`src/rtl/alu4_mode.sv`:
```
module alu4_mode #(
  parameter int W = 4
) (
  input  logic [W-1:0] a,
  input  logic [W-1:0] b,
  input  logic [3:0]   op,
  input  logic         logic_mode,
  input  logic         cin,
  output logic [W-1:0] res,
  output logic         carry_o,
  output logic         grp_gen,
  output logic         grp_prop,
  output logic         a_eq_b
);
  localparam logic [W-1:0] ONES = {W{1'b1}};
  localparam logic [W-1:0] ZERO = '0;

  logic [W-1:0] x, y, lres;
  logic         known;
  logic [W:0]   sum, gsum;

  always_comb begin
    known = 1'b1;
    x = a;
    y = ZERO;
    lres = a;
    unique case (op)
      4'b0000: begin y = ONES; lres = ~a;      end
      4'b0110: begin y = ~b;   lres = ~(a ^ b); end
      4'b1001: begin y = b;    lres = a ^ b;    end
      4'b1011: begin x = a | b; lres = a | b;   end
      4'b1100: begin y = a;    lres = ZERO;     end
      4'b1111: begin           lres = a;        end
      default: known = 1'b0;
    endcase
  end

  assign sum      = {1'b0, x} + {1'b0, y} + {{W{1'b0}}, cin};
  assign gsum     = {1'b0, x} + {1'b0, y};
  assign grp_gen  = gsum[W];
  assign grp_prop = &(x ^ y);

  assign res     = logic_mode ? lres : (known ? sum[W-1:0] : a);
  assign carry_o = known & ~logic_mode & sum[W];
  assign a_eq_b  = (op == 4'b0110) & ~logic_mode & ~cin & (&res);

  always_comb begin
    if (known && !logic_mode)
      a_r8_carry_lookahead: assert (carry_o == (grp_gen | (grp_prop & cin)));
    if (a_eq_b)
      a_r10_equal_operands: assert (a == b);
    if (!known)
      a_r11_unlisted_pass: assert (res == a && !carry_o);
    if (logic_mode)
      a_r1_logic_no_carry: assert (!carry_o);
    if (grp_gen)
      a_r9_gen_excludes_prop: assert (!grp_prop);
  end
endmodule

```
`config.mk`:
```
export PLATFORM = sky130hd
export DESIGN_NAME = alu4_mode
export DESIGN_NICKNAME = d
export VERILOG_FILES = /design/src/rtl/alu4_mode.sv
export SDC_FILE = /design/constraint.sdc
export NUM_CORES = 1
export LEC_CHECK = 0
export BUFFER_PORTS_ARGS = -buffer_cell sky130_fd_sc_hd__buf_4
export CAP_MARGIN = 10
export CORE_UTILIZATION = 63
export DETAILED_ROUTE_END_ITERATION = 6
export PLACE_DENSITY = 0.91
export SLEW_MARGIN = 20
export SYNTH_ARGS = -nofsm -noshare
export SYNTH_HDL_FRONTEND = slang
export SYNTH_SLANG_ARGS = --single-unit
```
`constraint.sdc`:
```
create_clock -name vclk -period 7.08
set_clock_uncertainty 0.15 [all_clocks]
set_input_delay 0.708 -clock vclk [all_inputs]
set_output_delay 0.708 -clock vclk [all_outputs]
set_load 0.1 [all_outputs]
```
==> results of run 1 <==
placed cells by master (no fill, tap or decap), types with 4 or more instances in the layout:
cell type  instances
nand2_1           16
nand3_1            6
buf_4             22
inv_1             15
nor2_1             4
ha_1              10
a21oi_1           12
o21ai_0           14
critical path: cells and delay by family:
family	cells	cell delay, ns
compound gates	4	0.96
fa+ha+maj	3	0.94
simple gates	2	0.69
buf+inv	2	0.51
xor+xnor	1	0.20
final cells by class:
type | count | area, sq um | share of cell area
repair buffers | 22 | 165 | 0.151
multi-input cells | 112 | 852 | 0.780
inverters | 15 | 56.3 | 0.0515
well taps | 15 | 18.8 | 0.0172
power by group:
| part | leakage [nW] | internal, mW | switching, mW |
|---|---|---|---|
| registers | 0 | 0 | 0 |
| logic | 0.521 | 0.0379 | 0.0767 |
| clock network | 0 | 0 | 0 |
through the flow:
step	hold WS [ns]	total power, mW
after floorplan	1.54	0.0886
after global placement	1.71	0.110
after detailed placement	1.71	0.113
after CTS	1.71	0.113
after global routing	1.72	0.123
final	1.71	0.115
worst max-delay path by stage:
stage	from	to	slack [ns]	cells past startpoint
floorplan	op[3]	carry_o	0.34	12
global placement	op[2]	a_eq_b	2.30	12
detailed placement	op[2]	a_eq_b	2.29	13
CTS	op[2]	a_eq_b	2.28	12
global route	op[0]	a_eq_b	1.99	13
finish	op[2]	a_eq_b	2.21	12
cell families (layout without fill, tap and decap cells):
kind of cell	count (synthesis)	in the layout	synth area share
AO/OA/AOI/OAI	49	49	0.353
XOR/XNOR	6	6	0.0845
adder cells (fa/ha/maj)	11	11	0.149
AND/OR/NAND/NOR	46	46	0.286
buffers and inverters	21	37	0.128
per-layer routing:
metal	wire, um	up-vias
met5	0	-
met4	12	0
met3	167	3
met2	1310	46
met1	1050	490
li1	-	529
==> summary.md, run 1 <==
| Metric | Value |
|---|---|
| Status | completed |
| WL final | between 2000 and 3000 um |
| Avg Inst Size Synth | roughly 7.3 sq um |
| Setup TNS | 0 ns |
| Critical Path Max Stage Delay | 0.55 ns |
| Hold Path Origin | cin |
| Worst EP arrival | between 4 and 5 ns |
| First drt pass iteration count | 5 |
| Io pins | 22 |
| Row count | 13 |
| Initial antenna violation count | 0 |
| Slew headroom | 0.582 |
| Syn-to-layout area delta | 11.8% |
| Core area | 0.00137 sq mm |
| Max Clk Rate | 0.206 GHz |
| PortBufs | 22 |
| Nets@finish | 176 |
| Final std cells w/o fill | 164 |
| # setup viols final | 0 |
| Yosys warnings | 0 |
| Via count | 1068 |
| CP Class | input pin to primary output |
| GRT met3 Usage | 0 |
| Synth top cells by count | 16 x nand2_1, 15 x inv_1, 14 x o21ai_0 |
| Mapped Nets | 158 |
| Global routing's busiest layer | met2 |
| Mapped cell area | roughly 1000 sq um |
| Period minus WS final | 4.87 ns |
| Sequential-to-total area share from yosys stat | 0 |
| Cells after Synth | 133 |
| Post-Place Setup Slack | 2.29 ns |
| Max FO, Critical Path | 16 |
| Drt wl/cell | 15.5 um |
| Clock buf count | 0 |
| Vias/cell | 6.51 |
| Starting Density | 0.715 |
| Worst Tran Pin Value | 0.623 ns |
| Initial drt markers | 81 |
| Num sequential | 0 |
| Post-CTS Setup Inserts | 0 |
| Hpwl dp | 2000 um |
| Max cap viols | 0 |
| VDD IR max | ~0.000064 V |
| Final Hold Viols | 0 |
| Post-synthesis cell type count | 51 |
| Final Slew Violations | 0 |
| Chip width | 41.4 um |
| Hold Crit Class | input pin to primary output |
| Post-synth top area share | 0.128 |
| Met2 usage | 0.586 |
| Die area | approximately 0.0017 sq mm |
| Pwr Density | 105 mW/mm^2 |
| CP Capture Type | primary output |
| Routed Antenna Nets | 0 |
| Count leader, synth | nand2_1 |
| GPL Wtd Cong | around 0.93 |
| Hold buffer count at cts | 0 |
| First-pass GRT wire length | 3640 um |
| Post-DP Area | 0.00109 sq mm |
| Largest net degree at the start of global routing | 24 |
| Number of diodes | 0 |
| Vias in the first global route | roughly 800 |
| GRT overflow | 0 |
| Req. time, crit path | ~6.2 ns |
| Final design utilization | 0.799 |
| Post-cts sizing count | 0 |
| Final period utilization | 0.687 |
| Cell total after placement | roughly 160 |
| # DRC | 0 |
| CP startpoint kind | input pin |
| CP Cell Sequence | buf_4 > nor3_1 > a21oi_1 > o21ai_0 > ha_1 > fa_1 > ha_1 > xor2_1 > a21bo_1 > a2111o_1 > nor4_2 > buf_4 |
| Die height | 41.4 um |
| Layout cells sized above 1 | 0.221 |
| Leading area contributor after synthesis | ha_1 |
| Reg area | 0 sq um |
| WHS Path Cells | 4 |
| Leak | around 0.52 nW |
| Area contributors post-synth | ha_1 13%, o21ai_0 7.2%, a21oi_1 6.1%, nand2_1 6.1%, inv_1 5.8% |
| Critical path's slowest cell | nor3_1 |
| RSZ-0062 raised after global routing | false |
| Endpoint, Worst Hold | a_eq_b |
| Grt met1 use | 0.425 |
| Setup ws final | 2.21 ns |
| Cell area after layout | about 0.0011 sq mm |
| Total Routing Usage GR | 0.314 |
| Fillers | 96 |
No activity file was read; power rests on OpenSTA's default activity.
==> inputs of run 2 (changes only) <==
--- a/config.mk
+++ b/config.mk
@@ -7,9 +7,9 @@
 export LEC_CHECK = 0
 export BUFFER_PORTS_ARGS = -buffer_cell sky130_fd_sc_hd__buf_4
 export CAP_MARGIN = 10
-export CORE_UTILIZATION = 63
+export CORE_UTILIZATION = 58
 export DETAILED_ROUTE_END_ITERATION = 6
-export PLACE_DENSITY = 0.91
+export PLACE_DENSITY = 0.85
 export SLEW_MARGIN = 20
 export SYNTH_ARGS = -nofsm -noshare
 export SYNTH_HDL_FRONTEND = slang
==> constraint.sdc (replaced) <==
create_clock -name vclk -period 5
set_clock_uncertainty 0.15 [all_clocks]
set_input_delay 0.5 -clock vclk [all_inputs]
set_output_delay 0.5 -clock vclk [all_outputs]
set_load 0.1 [all_outputs]
==> run 2 against run 1 <==
Compared with the run above:
- utilization shrank 7.5 points
- power is 46% higher
- combinational power up 45%
- critical endpoint unchanged
- hold slack got worse by 0.36 ns
- count of clock-buffer cells in the layout is the same
- first-iteration DRC count decreased by 53%
==> summary.md, run 2 (synthesized netlist as in run 1, its figures left out) <==
| Metric | Value |
|---|---|
| Status | completed |
| First drt pass iteration count | 4 (-1) |
| Sw Pwr | 0.112 mW (+46%) |
| Initial drt markers | 38 (-53%) |
| Chip width | 43.0 um (+4.0%) |
| Final period utilization | 0.904 |
| VDD IR max | 0.000143 V (+120%) |
| Critical Path Max Stage Delay | 0.45 ns (-0.10 ns) |
| Num sequential | 0 (unchanged) |
| Critical path's slowest cell | fa_1 |
| Post-cts sizing count | 0 (unchanged) |
| Row count | 14 (+1) |
| Multi-input gate area | 876 sq um (+2.8%) |
| Final design utilization | 0.725 (-0.0746) |
| Post-DP Area | 0.00112 sq mm (+2.3%) |
| Post-CTS Setup Inserts | 0 (unchanged) |
| Met1 wire length | 1200 um (+14%) |
| Max Clk Rate | 0.221 GHz |
| GRT overflow | 0 (unchanged) |
| Starting Density | 0.634 (-0.0813) |
| Total Routing Usage GR | 0.309 (-0.00499) |
| Max cap viols | 0 (unchanged) |
| Max FO, Critical Path | 16 (unchanged) |
| Cell-internal power | 0.0548 mW (+45%) |
| Routed Antenna Nets | 0 (unchanged) |
| CP Capture Type | primary output |
| Clk pwr share | 0 (unchanged) |
| Slew headroom | 0.583 (+0.000963) |
| Power share of the combinational group | 1.000 (about the same) |
| Period minus WS final | 4.52 ns |
| Worst EP arrival | 3.87 ns (-0.14 ns) |
| Core area | 0.00154 sq mm (+13%) |
| Commonest non-fill, non-tap cells in the layout | 22 x buf_4, 16 x nand2_1, 15 x inv_1, 14 x o21ai_0, 12 x a21oi_1 |
| RSZ-0062 raised after global routing | false |
| Hpwl dp | 2060 um (+3.2%) |
| Fin Hold WS | 1.35 ns (-0.360 ns) |
| CP Class | input pin to primary output |
| Req. time, crit path | 4.35 ns (-1.87 ns) |
| Clock buf count | 0 (unchanged) |
| Post-Place Setup Slack | 0.503 ns (-1.79 ns) |
| GPL Wtd Cong | 0.920 (-1.3%) |
| PortBufs | 22 (unchanged) |
| Setup TNS | 0 ns (unchanged) |
| Fillers | 132 (+38%) |
| Worst Tran Pin Value | 0.621 ns (-0.00143 ns) |
| Via count | 1087 (+1.8%) |
| Initial antenna violation count | 0 (unchanged) |
| Final Power | 0.167 mW (+46%) |
| Met2 WL post-DR | 1280 um (-2.0%) |
| Leak | 0.532 nW (+2.1%) |
| Number of diodes | 0 (unchanged) |
| Cell area after layout | 0.00112 sq mm (+2.3%) |
| CP startpoint kind | input pin |
| Setup ws final | 0.480 ns (-1.73 ns) |
| Commonest non-fill, non-tap cell in the layout | buf_4 |
| Final Slew Violations | 0 (unchanged) |
| Layout cells sized above 1 | 0.242 (+0.0201) |
| Final std cells w/o fill | 165 (+0.61%) |
| Sequential power share | 0 (unchanged) |
| Cell total after placement | 165 (+0.61%) |
| Vias/cell | 6.59 (+1.2%) |
| Drt wl/cell | 16.1 um (+4.0%) |
| Largest net degree at the start of global routing | 24 (unchanged) |
| Io pins | 22 (unchanged) |
| WL final | 2650 um (+4.6%) |
| Vias in the first global route | 1036 (+26%) |
| # setup viols final | 0 (unchanged) |
| Final Hold Viols | 0 (unchanged) |
| Nets@finish | 176 (unchanged) |
| Die area | 0.00185 sq mm (+8.2%) |
| Hold Crit Class | input pin to primary output |
| First-pass GRT wire length | 4580 um (+26%) |
| WHS Path Cells | 4 (unchanged) |
| Pwr Density | 149 mW/mm^2 (+42%) |
| Syn-to-layout area delta | 14.3% |
| CP Cell Sequence | buf_4 > nand3b_1 > nor2_1 > nand2_1 > o21ai_0 > ha_1 > fa_1 > ha_1 > xor2_1 > a21bo_1 > a2111o_1 > nor4_4 > buf_4 |
| Top layer in use | met3 |
| Switching Fraction | 0.671 (+0.00172) |
| Die height | 43.0 um (+4.0%) |
| Reg area | 0 sq um (unchanged) |
| # DRC | 0 (unchanged) |
| Metal3 WL | 170 um (+1.8%) |
| Hold buffer count at cts | 0 (unchanged) |
run 2: cell counts in the layout (fill, tap and decap cells not counted):
Identical to the previous run, type by type.
run 2: final cells by class:
| type | count | share of cell area |
|---|---|---|
| multi-input combinational | 112 | 0.784 |
| timing repair buffer | 22 | 0.148 |
| inverter | 15 | 0.0504 |
| tap | 16 | 0.0179 |
run 2: final timing paths:
kind	startpoint	end	slack, ns
setup / recovery	op[2]	a_eq_b	0.48
hold / removal	cin	a_eq_b	1.35
run 2: layer usage:
metal,GRT usage,up-vias
met2,0.558,46
met4,0.0303,0
met1,0.427,509
met5,0,-
li1,-,532
met3,0,0
run 2: power by group through the flow:
stage / registers [mW] / logic (mW) / clock network (mW)
after floorplan: 0 / 0.129 / 0
after global placement: 0 / 0.161 / 0
after detailed placement: 0 / 0.165 / 0
after CTS: 0 / 0.166 / 0
after global routing: 0 / 0.178 / 0
final: 0 / 0.167 / 0
run 2: critical path: cells and delay by family:
kind | cells | cell delay (ns)
AOI/OAI and AO/OA | 3 | 0.80
xor gates and xnor gates | 1 | 0.22
adders and majority gates | 3 | 0.94
buffers and inverters | 2 | 0.50
and+or+nand+nor | 4 | 0.93
